File: src/rtl/sdram_bringup.sv
module sdram_bringup #(
  parameter int T_STABLE = 20000,
  parameter int T_RP     = 3,
  parameter int T_RC     = 9,
  parameter int T_MRD    = 2,
  parameter int N_REF    = 8,
  parameter int ROW_W    = 13,
  parameter int BANK_W   = 2,
  parameter int PRE_BIT  = 10,
  parameter int RP_W     = 16,
  parameter logic [BANK_W-1:0] EXT_BA = 1
) (
  input  logic              clk,
  input  logic              rst_n,
  input  logic [ROW_W-1:0]  mode_word,
  input  logic [ROW_W-1:0]  ext_mode_word,
  input  logic              ext_enable,
  input  logic [RP_W-1:0]   refresh_period,
  input  logic              refresh_ack,
  output logic              cke,
  output logic              cs_n,
  output logic              ras_n,
  output logic              cas_n,
  output logic              we_n,
  output logic              dqm,
  output logic [BANK_W-1:0] ba,
  output logic [ROW_W-1:0]  addr,
  output logic              init_done,
  output logic              refresh_req
);

  localparam int GMAX1  = (T_RP > T_RC) ? T_RP : T_RC;
  localparam int GMAX2  = (GMAX1 > T_MRD) ? GMAX1 : T_MRD;
  localparam int GMAX   = (GMAX2 > T_STABLE) ? GMAX2 : T_STABLE;
  localparam int GAP_W  = $clog2(GMAX + 1);
  localparam int NREF_W = $clog2(N_REF + 1);

  localparam logic [3:0] C_NOP = 4'b0111;
  localparam logic [3:0] C_DES = 4'b1111;
  localparam logic [3:0] C_PRE = 4'b0010;
  localparam logic [3:0] C_REF = 4'b0001;
  localparam logic [3:0] C_MRS = 4'b0000;

  typedef enum logic [3:0] {
    ST_IDLE, ST_WAIT, ST_PRE, ST_PRE_GAP, ST_REF, ST_REF_GAP,
    ST_LMR, ST_LMR_GAP, ST_EMR, ST_EMR_GAP, ST_RUN
  } state_t;

  state_t state, state_d;
  logic [GAP_W-1:0]  gap, gap_d;
  logic [NREF_W-1:0] nref;
  logic [RP_W-1:0]   rcnt;
  logic [3:0]        cmd;
  logic              go_run, tick;

  always_comb begin
    state_d = state;
    gap_d   = gap;
    case (state)
      ST_IDLE: begin
        state_d = ST_WAIT;
        gap_d   = GAP_W'(T_STABLE - 1);
      end
      ST_WAIT:
        if (gap == 0) state_d = ST_PRE;
        else gap_d = gap - 1'b1;
      ST_PRE:
        if (T_RP > 1) begin
          state_d = ST_PRE_GAP;
          gap_d   = GAP_W'(T_RP - 2);
        end else state_d = ST_REF;
      ST_PRE_GAP:
        if (gap == 0) state_d = ST_REF;
        else gap_d = gap - 1'b1;
      ST_REF:
        if (T_RC > 1) begin
          state_d = ST_REF_GAP;
          gap_d   = GAP_W'(T_RC - 2);
        end else state_d = (nref == NREF_W'(N_REF - 1)) ? ST_LMR : ST_REF;
      ST_REF_GAP:
        if (gap == 0) state_d = (nref == NREF_W'(N_REF)) ? ST_LMR : ST_REF;
        else gap_d = gap - 1'b1;
      ST_LMR:
        if (T_MRD > 1) begin
          state_d = ST_LMR_GAP;
          gap_d   = GAP_W'(T_MRD - 2);
        end else state_d = ext_enable ? ST_EMR : ST_RUN;
      ST_LMR_GAP:
        if (gap == 0) state_d = ext_enable ? ST_EMR : ST_RUN;
        else gap_d = gap - 1'b1;
      ST_EMR:
        if (T_MRD > 1) begin
          state_d = ST_EMR_GAP;
          gap_d   = GAP_W'(T_MRD - 2);
        end else state_d = ST_RUN;
      ST_EMR_GAP:
        if (gap == 0) state_d = ST_RUN;
        else gap_d = gap - 1'b1;
      default: state_d = ST_RUN;
    endcase
  end

  always_ff @(posedge clk) begin
    if (!rst_n) begin
      state <= ST_IDLE;
      gap   <= '0;
      nref  <= '0;
    end else begin
      state <= state_d;
      gap   <= gap_d;
      if (state == ST_REF) nref <= nref + 1'b1;
    end
  end

  assign go_run = (state_d == ST_RUN) && (state != ST_RUN);
  assign tick   = (state == ST_RUN) && (rcnt == 0);

  always_ff @(posedge clk) begin
    if (!rst_n) begin
      rcnt        <= '0;
      refresh_req <= 1'b0;
    end else begin
      if (go_run || tick) rcnt <= refresh_period - 1'b1;
      else if (state == ST_RUN) rcnt <= rcnt - 1'b1;
      refresh_req <= tick | (refresh_req & ~refresh_ack);
    end
  end

  always_comb begin
    cmd  = C_NOP;
    ba   = '0;
    addr = '0;
    case (state)
      ST_IDLE: cmd = C_DES;
      ST_PRE: begin
        cmd = C_PRE;
        addr[PRE_BIT] = 1'b1;
      end
      ST_REF: cmd = C_REF;
      ST_LMR: begin
        cmd  = C_MRS;
        addr = mode_word;
      end
      ST_EMR: begin
        cmd  = C_MRS;
        ba   = EXT_BA;
        addr = ext_mode_word;
      end
      default: cmd = C_NOP;
    endcase
  end

  assign {cs_n, ras_n, cas_n, we_n} = cmd;
  assign cke       = (state != ST_IDLE);
  assign dqm       = (state != ST_RUN);
  assign init_done = (state == ST_RUN);

  // Spacing checker: cycles since the last command seen on the pins.
  localparam int CHK_W = GAP_W + 1;
  logic [CHK_W-1:0] chk_since;
  logic [3:0]       chk_last;
  logic [7:0]       chk_refs;
  logic             pin_cmd;
  logic [3:0]       pin_code;

  assign pin_code = {cs_n, ras_n, cas_n, we_n};
  assign pin_cmd  = !cs_n && (!ras_n || !cas_n || !we_n);

  always_ff @(posedge clk) begin
    if (!rst_n) begin
      chk_since <= '0;
      chk_last  <= C_NOP;
      chk_refs  <= '0;
    end else if (pin_cmd) begin
      chk_since <= CHK_W'(1);
      chk_last  <= pin_code;
      if (pin_code == C_REF) chk_refs <= chk_refs + 1'b1;
    end else if (chk_since != '1) begin
      chk_since <= chk_since + 1'b1;
    end
  end

  p_settle_r1: assert property (@(posedge clk) disable iff (!rst_n)
    (pin_cmd && chk_last == C_NOP) |-> (cke && chk_since >= CHK_W'(T_STABLE)));
  p_pre_all_r2: assert property (@(posedge clk) disable iff (!rst_n)
    (pin_cmd && pin_code == C_PRE) |-> (addr[PRE_BIT] && chk_last == C_NOP));
  p_rp_gap_r2: assert property (@(posedge clk) disable iff (!rst_n)
    (pin_cmd && chk_last == C_PRE) |-> (chk_since >= CHK_W'(T_RP)));
  p_rc_gap_r3: assert property (@(posedge clk) disable iff (!rst_n)
    (pin_cmd && chk_last == C_REF) |-> (chk_since >= CHK_W'(T_RC)));
  p_ref_count_r4: assert property (@(posedge clk) disable iff (!rst_n)
    (pin_cmd && pin_code == C_MRS && ba == '0) |-> (chk_refs == 8'(N_REF)));
  p_mrd_gap_r5: assert property (@(posedge clk) disable iff (!rst_n)
    (pin_cmd && chk_last == C_MRS) |-> (chk_since >= CHK_W'(T_MRD)));
  p_done_sticky_r7: assert property (@(posedge clk) disable iff (!rst_n)
    init_done |=> init_done);
  p_req_hold_r9: assert property (@(posedge clk) disable iff (!rst_n)
    (refresh_req && !refresh_ack) |=> refresh_req);

endmodule

File: config.mk
export PLATFORM = sky130hd
export DESIGN_NAME = sdram_bringup
export DESIGN_NICKNAME = d
export VERILOG_FILES = /design/src/rtl/sdram_bringup.sv
export SDC_FILE = /design/constraint.sdc
export NUM_CORES = 1
export LEC_CHECK = 0
export BUFFER_PORTS_ARGS = -buffer_cell sky130_fd_sc_hd__buf_2
export CAP_MARGIN = 20
export CORE_ASPECT_RATIO = 1.25
export CORE_MARGIN = 8
export CORE_UTILIZATION = 45
export DETAILED_ROUTE_END_ITERATION = 16
export GPL_TIMING_DRIVEN = 0
export PLACE_DENSITY = 0.69
export SLEW_MARGIN = 20
export SYNTH_ARGS = -nofsm -noshare
export SYNTH_HDL_FRONTEND = slang
export SYNTH_SLANG_ARGS = --single-unit
File: constraint.sdc
create_clock -name clk -period 6.71 [get_ports clk]
set_clock_uncertainty 0.15 [all_clocks]
set_input_delay 1.6775 -clock clk [delete_from_list [all_inputs] [get_ports clk]]
set_output_delay 1.6775 -clock clk [all_outputs]
set_load 0.01 [all_outputs]
==> results.sh, run 1 <==
export IMPL_start_kind="input port"
export IMPL_ios=69
export IMPL_grt_antenna_before_repair=0
export IMPL_die_h_um=103.7
export IMPL_drive_gt1_share_pct=21.22
export IMPL_grt_total_usage_pct=18.46
export IMPL_fp_dieArea_um2=8938
export IMPL_min_period_over_period_pct=87.58
export IMPL_cts_max_level=2
export IMPL_synth_area_leaders="dfxtp_1 29%, nor2_1 6.2%, a21oi_1 5.4%"
export IMPL_status="completed"
export IMPL_power_density_nw_per_um2=154.0
export IMPL_cts_root_buf="clkbuf_8"
export IMPL_path_class="in -> reg"
export IMPL_antenna_left=0
export IMPL_wl_per_cell_um=15.87
export IMPL_postSynthCellCount=370
export IMPL_endpoint_kind="flip-flop"
export IMPL_synth_edf_count=0
export IMPL_r2r_start="rcnt[0]"
export IMPL_hold_viol=0
export IMPL_worstMarginPinSlew_ns=0.7795
export IMPL_final_min_clock_period_ns=5.877
export IMPL_wirelength_mm=8.381
export IMPL_power_uw=509.7
export IMPL_start_util_pct=45.82
export IMPL_hold_buffers=0
export IMPL_num_vias=3097
export IMPL_cts_buffers=5
export IMPL_crit_path_start="ext_enable"
export IMPL_viasPerCell=5.866
export IMPL_grt_setup_unrepaired="false"
export IMPL_die_w_um=86.18
export IMPL_avgSynthCellArea_um2=7.487
export IMPL_fillerInstances=607
export IMPL_synth_top_cell_by_area="dfxtp_1"
export IMPL_crit_chain="buf_2 > nor4bb_1 > nor2_1 > o41a_1 > nand2_1 > buf_2 > mux2i_1 > ha_1 > or3b_2 > or4_1 > nor2_1 > nand3_1 > mux2_2 > o21ai_0 > a221oi_1"
export IMPL_area_growth_syn_to_layout_pct=19.47
export IMPL_synth_top_cell_area_share_pct=28.91
export IMPL_ys_ff_latch=40
export IMPL_max_vdd_ir_drop_uv=93.41
export IMPL_dp_hpwl_mm=6.335
export IMPL_setup_tns_ns=0
export IMPL_n_antenna_cell=0
export IMPL_gp_congestion=0.9290
export IMPL_cts_resized=0
export IMPL_maxSlewViolCount=0
export IMPL_yosysSeqAreaShare_pct=28.91
export IMPL_maxCapViolCount=0
export IMPL_ys_warn_count=0
export IMPL_cts_path_max_buffers=2
export IMPL_post_cts_buffers=0
export IMPL_power_leakage_uw=0.001346
export IMPL_max_freq_ghz=0.1702
export IMPL_grt_pass1_wl_mm=13.81
export IMPL_core_um2=6046
export IMPL_overflow=0
export IMPL_grt_pass1_vias=3101
export IMPL_cp_required_ns=6.73
export IMPL_slew_headroom_pct=47.55
export IMPL_cts_tree="built"
export IMPL_path_max_fanout=10
export IMPL_critPathTopFamily="simple AND/OR/NAND/NOR gates"
export IMPL_worstPathArrival_ns=5.89
export IMPL_rows=32
export IMPL_cts_num_sinks=40
export IMPL_drcViolationCount=0
export IMPL_path_buf_inv=2
export IMPL_cp_slowest_stage_delay_ns=0.57
export IMPL_grt_max_degree=12
export IMPL_ys_types=61
export IMPL_drtPass1Iterations=5
export IMPL_fin_nets=494
export IMPL_critPathSlowestCell="or4_1"
export IMPL_clkTransAtPathRegs_ns=0.08
export IMPL_synth_area_um2=2770
export IMPL_setup_viol=0
export IMPL_ys_async_sr_fraction_pct=0
export IMPL_utilization_pct=54.74
export IMPL_drtIter0Drc=136
export IMPL_numPortBuffers=66
export IMPL_synth_flop_cell="dfxtp_1"
export IMPL_insertion_delay_ns=0.29
export IMPL_hold_start="refresh_req"
export IMPL_worst_hold_path_type="reg -> reg"
export IMPL_syn_num_nets=421
[worst min-delay path: stages (launching register included)]
cell	delay, ns
dfxtp_1	0.31
nand2b_1	0.06
a21oi_1	0.06
[routing by layer]
layer  up-vias  track usage (%)  part of all wire [%]
li1       1522                -                     -
met1      1445            21.00                    43
met4         0            5.432                   1.1
met5         -                0                     0
met2       122            32.60                    49
met3         8            4.664                   6.8
[kinds of logic after synthesis]
| logic type | count (synthesis) | share of synthesized area, % |
|---|---|---|
| other | 1 | 0.1354 |
| flip-flops | 40 | 28.91 |
| XOR/XNOR | 12 | 3.794 |
| buffers and inverters | 38 | 5.736 |
| adder cells (fa/ha/maj) | 5 | 2.258 |
| AND/OR/NAND/NOR | 153 | 29.63 |
| multiplexers | 5 | 1.852 |
| AO/OA/AOI/OAI | 116 | 27.69 |
[sequential cells by signal (all words and copies together) (netlist names)]
register	cells
rcnt	16
gap	15
refresh_req	1
state	4
nref	4
[cell type report]
cell class,instances,area [um^2],area share (%)
plain buffers,24,106.4,3.214
clock buffers,7,96.34,2.911
inverters,14,52.55,1.588
multi-input cells,292,1817,54.90
flip-flops and latches,40,800.8,24.20
well taps,85,106.4,3.214
repair buffers,66,330.3,9.981
[final timing paths]
check | slack (ns) | endpoint | cells after the start
worst max-delay path | 0.83 | rcnt[12] | 15
worst min-delay path | 0.32 | refresh_req | 2
worst max register to register | 1.36 | rcnt[12] | 14
worst min register to register | 0.32 | refresh_req | 2
[cells in the final DEF (no fill, tap or decap), drive strengths merged, types with 4 or more instances in the layout]
cell type and n:
a211oi 4, a21o 4, a21oi 30, a221oi 4
a22o 12, a31oi 8, buf 74, clkbuf 23
dfxtp 40, ha 5, inv 14, mux2i 4
nand2 20, nand2b 4, nand3 7, nor2 46
nor3 16, nor4 11, nor4b 4, o21ai 31
or2 4, or3 10, or4 8, xnor2 7
xor2 5
[cells in the mapped netlist (3+ instances only)]
cell type and number:
mux2i_1 4, a211oi_1 4, buf_2 4, o21ai_0 30, nor4b_1 4, o21a_1 3, nand2_1 20, a31oi_1 8
or4_1 6, nor2_1 46, nand4_1 3, a21o_1 4, a22o_1 12, nor3_1 16, xor2_1 5, nor4_1 11
nand2b_1 4, dfxtp_1 40, a221oi_1 3, a21oi_1 30, nand3_1 7, nor3b_1 3, and3_1 3, clkbuf_1 16
inv_1 13, ha_1 5, xnor2_1 7, nor2b_1 3, o221a_2 3, or3_1 9, o31ai_1 3
[metrics by stage]
stage	worst slack (ns)	instances	area, um^2	hold WS [ns]
after floorplan	1.363	370	2770	0.3048
after global placement	0.7126	521	3207	0.3090
after detailed placement	0.6139	521	3213	0.3227
after CTS	0.9138	528	3309	0.3356
after global routing	0.6731	528	3309	0.3580
final	0.8331	528	3309	0.3227
[power by group]
group	total (uW)	internal (uW)	leakage [uW]	switching (uW)
clock	174	91.7	0.0000503	82.8
sequential	254	245	0.000326	8.79
combinational	81.3	35.3	0.000970	46.0
Power figures use the tool's default switching activity.
==> inputs of run 2 (changes only) <==
--- a/config.mk
+++ b/config.mk
@@ -12,6 +12,7 @@
 export CORE_UTILIZATION = 45
 export DETAILED_ROUTE_END_ITERATION = 16
 export GPL_TIMING_DRIVEN = 0
+export MAX_ROUTING_LAYER = met4
 export PLACE_DENSITY = 0.69
 export SLEW_MARGIN = 20
 export SYNTH_ARGS = -nofsm -noshare
==> run 2 against run 1 <==
Critical path depth unchanged. Sequential power about the same. Sequential cell count unchanged. Non-clock buffer count unchanged. Hold slack about the same. Final cell count unchanged. Core utilization unchanged. First-iteration DRC count unchanged. Total power decreased by 0.12%. Critical endpoint unchanged.
==> results.sh, run 2 (synthesis gave the netlist of run 1 again) <==
export IMPL_core_um2=6046
export IMPL_setup_tns_ns=0
export IMPL_ios=69
export IMPL_cts_tree="built"
export IMPL_final_min_clock_period_ns=5.867
export IMPL_grt_pass1_vias=3096
export IMPL_power_leakage_uw=0.001346
export IMPL_cts_buffers=5
export IMPL_slew_headroom_pct=47.05
export IMPL_cts_max_level=2
export IMPL_fillerInstances=607
export IMPL_power_density_nw_per_um2=153.8
export IMPL_gp_congestion=0.9454
export IMPL_start_kind="input port"
export IMPL_clkTransAtPathRegs_ns=0.07
export IMPL_maxSlewViolCount=0
export IMPL_worstMarginPinSlew_ns=0.7870
export IMPL_endpoint_kind="flip-flop"
export IMPL_maxCapViolCount=0
export IMPL_drtIter0Drc=136
export IMPL_drtPass1Iterations=5
export IMPL_whs_ns=0.3225
export IMPL_cts_resized=0
export IMPL_num_vias=3112
export IMPL_fin_ws_ns=0.8431
export IMPL_max_freq_ghz=0.1704
export IMPL_path_max_fanout=10
export IMPL_viasPerCell=5.894
export IMPL_antenna_left=0
export IMPL_max_vdd_ir_drop_uv=93.20
export IMPL_setup_viol=0
export IMPL_pre_cts_slack_ns=0.6139
export IMPL_layout_commonest_cell="buf_2"
export IMPL_area_growth_syn_to_layout_pct=19.47
export IMPL_post_cts_buffers=0
export IMPL_fin_cells=528
export IMPL_largest_reg_flops=16
export IMPL_wirelength_mm=8.336
export IMPL_cts_path_max_buffers=2
export IMPL_worst_hold_path_type="reg -> reg"
export IMPL_hold_buffers=0
export IMPL_path_class="in -> reg"
export IMPL_placed_cells=521
export IMPL_grt_pass1_wl_mm=13.81
export IMPL_die_h_um=103.7
export IMPL_overflow=0
export IMPL_rows=32
export IMPL_regMostFlops="rcnt"
export IMPL_status="completed"
export IMPL_dp_hpwl_mm=6.335
export IMPL_start_util_pct=45.82
export IMPL_cp_required_ns=6.73
export IMPL_cts_num_sinks=40
export IMPL_wl_per_cell_um=15.79
export IMPL_hold_viol=0
export IMPL_drive_gt1_share_pct=21.22
export IMPL_cts_root_buf="clkbuf_8"
export IMPL_final_cell_mix="70 x buf_2, 46 x nor2_1, 40 x dfxtp_1, 30 x o21ai_0, 30 x a21oi_1"
export IMPL_fin_nets=494
export IMPL_top_regs="rcnt x16, gap x15"
export IMPL_grt_max_degree=12
export IMPL_die_w_um=86.18
export IMPL_grt_total_usage_pct=18.97
export IMPL_grt_setup_unrepaired="false"
export IMPL_insertion_delay_ns=0.29
export IMPL_worstPathArrival_ns=5.88
export IMPL_fp_dieArea_um2=8938
export IMPL_n_antenna_cell=0
export IMPL_numPortBuffers=66
export IMPL_grt_antenna_before_repair=0
export IMPL_drcViolationCount=0
export IMPL_min_period_over_period_pct=87.44
==> run 2: cell counts in the layout (fill, tap and decap cells not counted) <==
No cell type changed its count.
==> run 2: area by class of cell <==
cell class                 count  area [um^2]  area share (%)
inverter                      14        52.55           1.588
timing repair buffer          66        330.3           9.981
buffer                        24        106.4           3.214
multi-input combinational    292         1817           54.90
sequential                    40        800.8           24.20
tap                           85        106.4           3.214
clock buffer                   7        96.34           2.911
==> run 2: path summary, 6_finish.rpt <==
check | startpoint | endpoint | cells after the start | slack, ns
hold / removal | refresh_req | refresh_req | 2 | 0.32
hold reg to reg | refresh_req | refresh_req | 2 | 0.32
setup reg to reg | rcnt[0] | rcnt[12] | 14 | 1.35
setup / recovery | ext_enable | rcnt[12] | 15 | 0.84
==> run 2: critical path, stage by stage <==
cell,delay (ns)
buf_2,0.10
nor4bb_1,0.37
nor2_1,0.11
o41a_1,0.45
nand2_1,0.27
buf_2,0.33
mux2i_1,0.24
ha_1,0.23
or3b_2,0.50
or4_1,0.56
nor2_1,0.36
nand3_1,0.15
mux2_2,0.28
o21ai_0,0.15
a221oi_1,0.09
==> run 2: layer usage <==
layer / wire length (um) / global-route usage, % / part of all wire (%)
met1: 3600 / 21.79 / 43
met2: 4137 / 32.54 / 50
met3: 488 / 3.399 / 5.9
met4: 109 / 5.432 / 1.3
met5: 0 / - / 0
==> run 2: per-stage QoR <==
| step | area [um^2] | total power [uW] | utilization [%] |
|---|---|---|---|
| 6_report | 3309 | 509.1 | 54.74 |
| 5_1_grt | 3309 | 532.8 | 54.74 |
| 4_1_cts | 3309 | 513.2 | 54.74 |
| 3_5_place_dp | 3213 | 339.7 | 53.15 |
| 3_3_place_gp | 3207 | 337.9 | 53.04 |
| 2_1_floorplan | 2770 | 307.8 | - |
==> run 2: where the power goes <==
group          total [uW]  internal, uW  switching, uW
Sequential            254           245           8.72
Clock                 174          91.7           82.3
Combinational        81.2          35.3           45.9
Total                 509           372            137
==> inputs of run 3 (changes only) <==
--- a/config.mk
+++ b/config.mk
@@ -7,13 +7,13 @@
 export LEC_CHECK = 0
 export BUFFER_PORTS_ARGS = -buffer_cell sky130_fd_sc_hd__buf_2
 export CAP_MARGIN = 20
-export CORE_ASPECT_RATIO = 1.25
 export CORE_MARGIN = 8
 export CORE_UTILIZATION = 45
 export DETAILED_ROUTE_END_ITERATION = 16
 export GPL_TIMING_DRIVEN = 0
+export HOLD_SLACK_MARGIN = 0.1
 export MAX_ROUTING_LAYER = met4
-export PLACE_DENSITY = 0.69
+export PLACE_DENSITY_LB_ADDON = 0.1
 export SLEW_MARGIN = 20
 export SYNTH_ARGS = -nofsm -noshare
 export SYNTH_HDL_FRONTEND = slang
==> run 3 against run 2 <==
Die area shrank 0.17%. Combinational power grew 1%. Global-route usage grew 0.69 points. Total power grew 6.1%.
==> results.sh, run 3 (synthesis gave the netlist of run 1 again) <==
export IMPL_status="completed"
export IMPL_grt_pass1_wl_mm=13.90
export IMPL_drive_gt1_share_pct=21.40
export IMPL_insertion_delay_ns=0.30
export IMPL_power_uw=540.2
export IMPL_grt_use_met2_pct=29.95
export IMPL_power_leakage_uw=0.001350
export IMPL_final_cell_mix="70 x buf_2, 46 x nor2_1, 40 x dfxtp_1, 30 x o21ai_0, 30 x a21oi_1"
export IMPL_setup_viol=0
export IMPL_top_regs="rcnt x16, gap x15"
export IMPL_viasPerCell=5.948
export IMPL_antenna_left=0
export IMPL_cp_slowest_stage_delay_ns=0.55
export IMPL_worstPathArrival_ns=5.82
export IMPL_slew_headroom_pct=48.07
export IMPL_endpoint_kind="flip-flop"
export IMPL_die_w_um=94.46
export IMPL_dp_hpwl_mm=6.360
export IMPL_grt_util_met1_pct=26.27
export IMPL_die_h_um=94.46
export IMPL_grt_busiest_layer="met2"
export IMPL_final_min_clock_period_ns=5.785
export IMPL_cts_buffers=5
export IMPL_cts_max_level=2
export IMPL_start_kind="input port"
export IMPL_power_density_nw_per_um2=163.1
export IMPL_setup_tns_ns=0
export IMPL_cts_resized=0
export IMPL_start_util_pct=46.79
export IMPL_area_growth_syn_to_layout_pct=19.56
export IMPL_cts_num_sinks=40
export IMPL_wl_per_cell_um=16.30
export IMPL_clkTransAtPathRegs_ns=0.09
export IMPL_max_freq_ghz=0.1729
export IMPL_maxCapViolCount=0
export IMPL_cp_required_ns=6.75
export IMPL_worstMarginPinSlew_ns=0.7718
export IMPL_cts_tree="built"
export IMPL_crit_chain="buf_2 > nor4bb_1 > nor2_1 > o41a_1 > nand2_1 > buf_2 > mux2i_1 > ha_1 > or3b_2 > or4_1 > nor2_1 > nand3_1 > mux2_2 > o21ai_0 > a221oi_1"
export IMPL_largest_reg_flops=16
export IMPL_worst_hold_path_type="reg -> reg"
export IMPL_grt_antenna_before_repair=0
export IMPL_pre_cts_slack_ns=0.6662
export IMPL_regMostFlops="rcnt"
export IMPL_grt_setup_unrepaired="false"
export IMPL_wirelength_mm=8.461
export IMPL_min_period_over_period_pct=86.21
export IMPL_ios=69
export IMPL_grt_max_degree=14
export IMPL_grt_pass1_vias=2994
export IMPL_num_vias=3087
export IMPL_maxSlewViolCount=0
export IMPL_fin_ws_ns=0.9250
export IMPL_rows=28
export IMPL_grt_total_usage_pct=19.65
export IMPL_numPortBuffers=66
export IMPL_fin_nets=494
export IMPL_layout_commonest_cell="buf_2"
export IMPL_fillerInstances=602
export IMPL_n_antenna_cell=0
export IMPL_path_max_fanout=10
export IMPL_drtPass1Iterations=4
export IMPL_core_um2=5921
export IMPL_post_cts_buffers=0
export IMPL_met3_usage_pct=3.175
export IMPL_overflow=0
export IMPL_hold_buffers=0
export IMPL_path_class="in -> reg"
export IMPL_max_vdd_ir_drop_uv=85.33
export IMPL_drcViolationCount=0
export IMPL_fp_dieArea_um2=8923
export IMPL_cts_path_max_buffers=2
export IMPL_gp_congestion=0.9216
export IMPL_hold_viol=0
export IMPL_cts_root_buf="clkbuf_8"
export IMPL_critPathSlowestCell="or4_1"
export IMPL_drtIter0Drc=209
[run 3: worst paths after layout]
| kind | start | endpoint | slack [ns] | cells after the start |
|---|---|---|---|---|
| worst max-delay path | ext_enable | rcnt[12] | 0.92 | 15 |
| worst min-delay path | refresh_req | refresh_req | 0.34 | 2 |
| worst max register to register | rcnt[0] | rcnt[12] | 1.53 | 14 |
| worst min register to register | refresh_req | refresh_req | 0.34 | 2 |
[run 3: through the flow]
stage	hold WS, ns	instances	area (um^2)	util (%)
after floorplan	0.3048	370	2770	-
after global placement	0.3312	511	3194	53.95
after detailed placement	0.3236	511	3194	53.95
after CTS	0.3359	519	3306	55.83
after global routing	0.3659	519	3312	55.94
final	0.3417	519	3312	55.94
[run 3: area by class of cell]
type	count	area [um^2]	area share, %
Buffer	24	106.4	3.211
Clock buffer	5	68.82	2.078
Clock inverter	3	42.54	1.284
Inverter	14	52.55	1.587
Multi-Input combinational cell	292	1817	54.85
Sequential cell	40	800.8	24.18
Tap cell	75	93.84	2.833
Timing Repair Buffer	66	330.3	9.974
[run 3: routing by layer]
layer	routed length (um)	part of all wire (%)
met1	4138	49
met2	3719	44
met4	96	1.1
met3	506	6.0
met5	0	0
[run 3: power by group]
group,internal [uW],leakage (uW),total [uW],switching (uW)
logic,35.4,0.000970,82.0,46.6
clock network,110,0.0000541,204,93.8
registers,245,0.000326,254,8.91
total,391,0.00135,540,149
[run 3: critical path: cells and delay by family]
family	cells	cell delay, ns
compound gates	3	0.71
fa+ha+maj	1	0.23
buf+inv	2	0.42
mux	2	0.51
simple gates	7	2.25
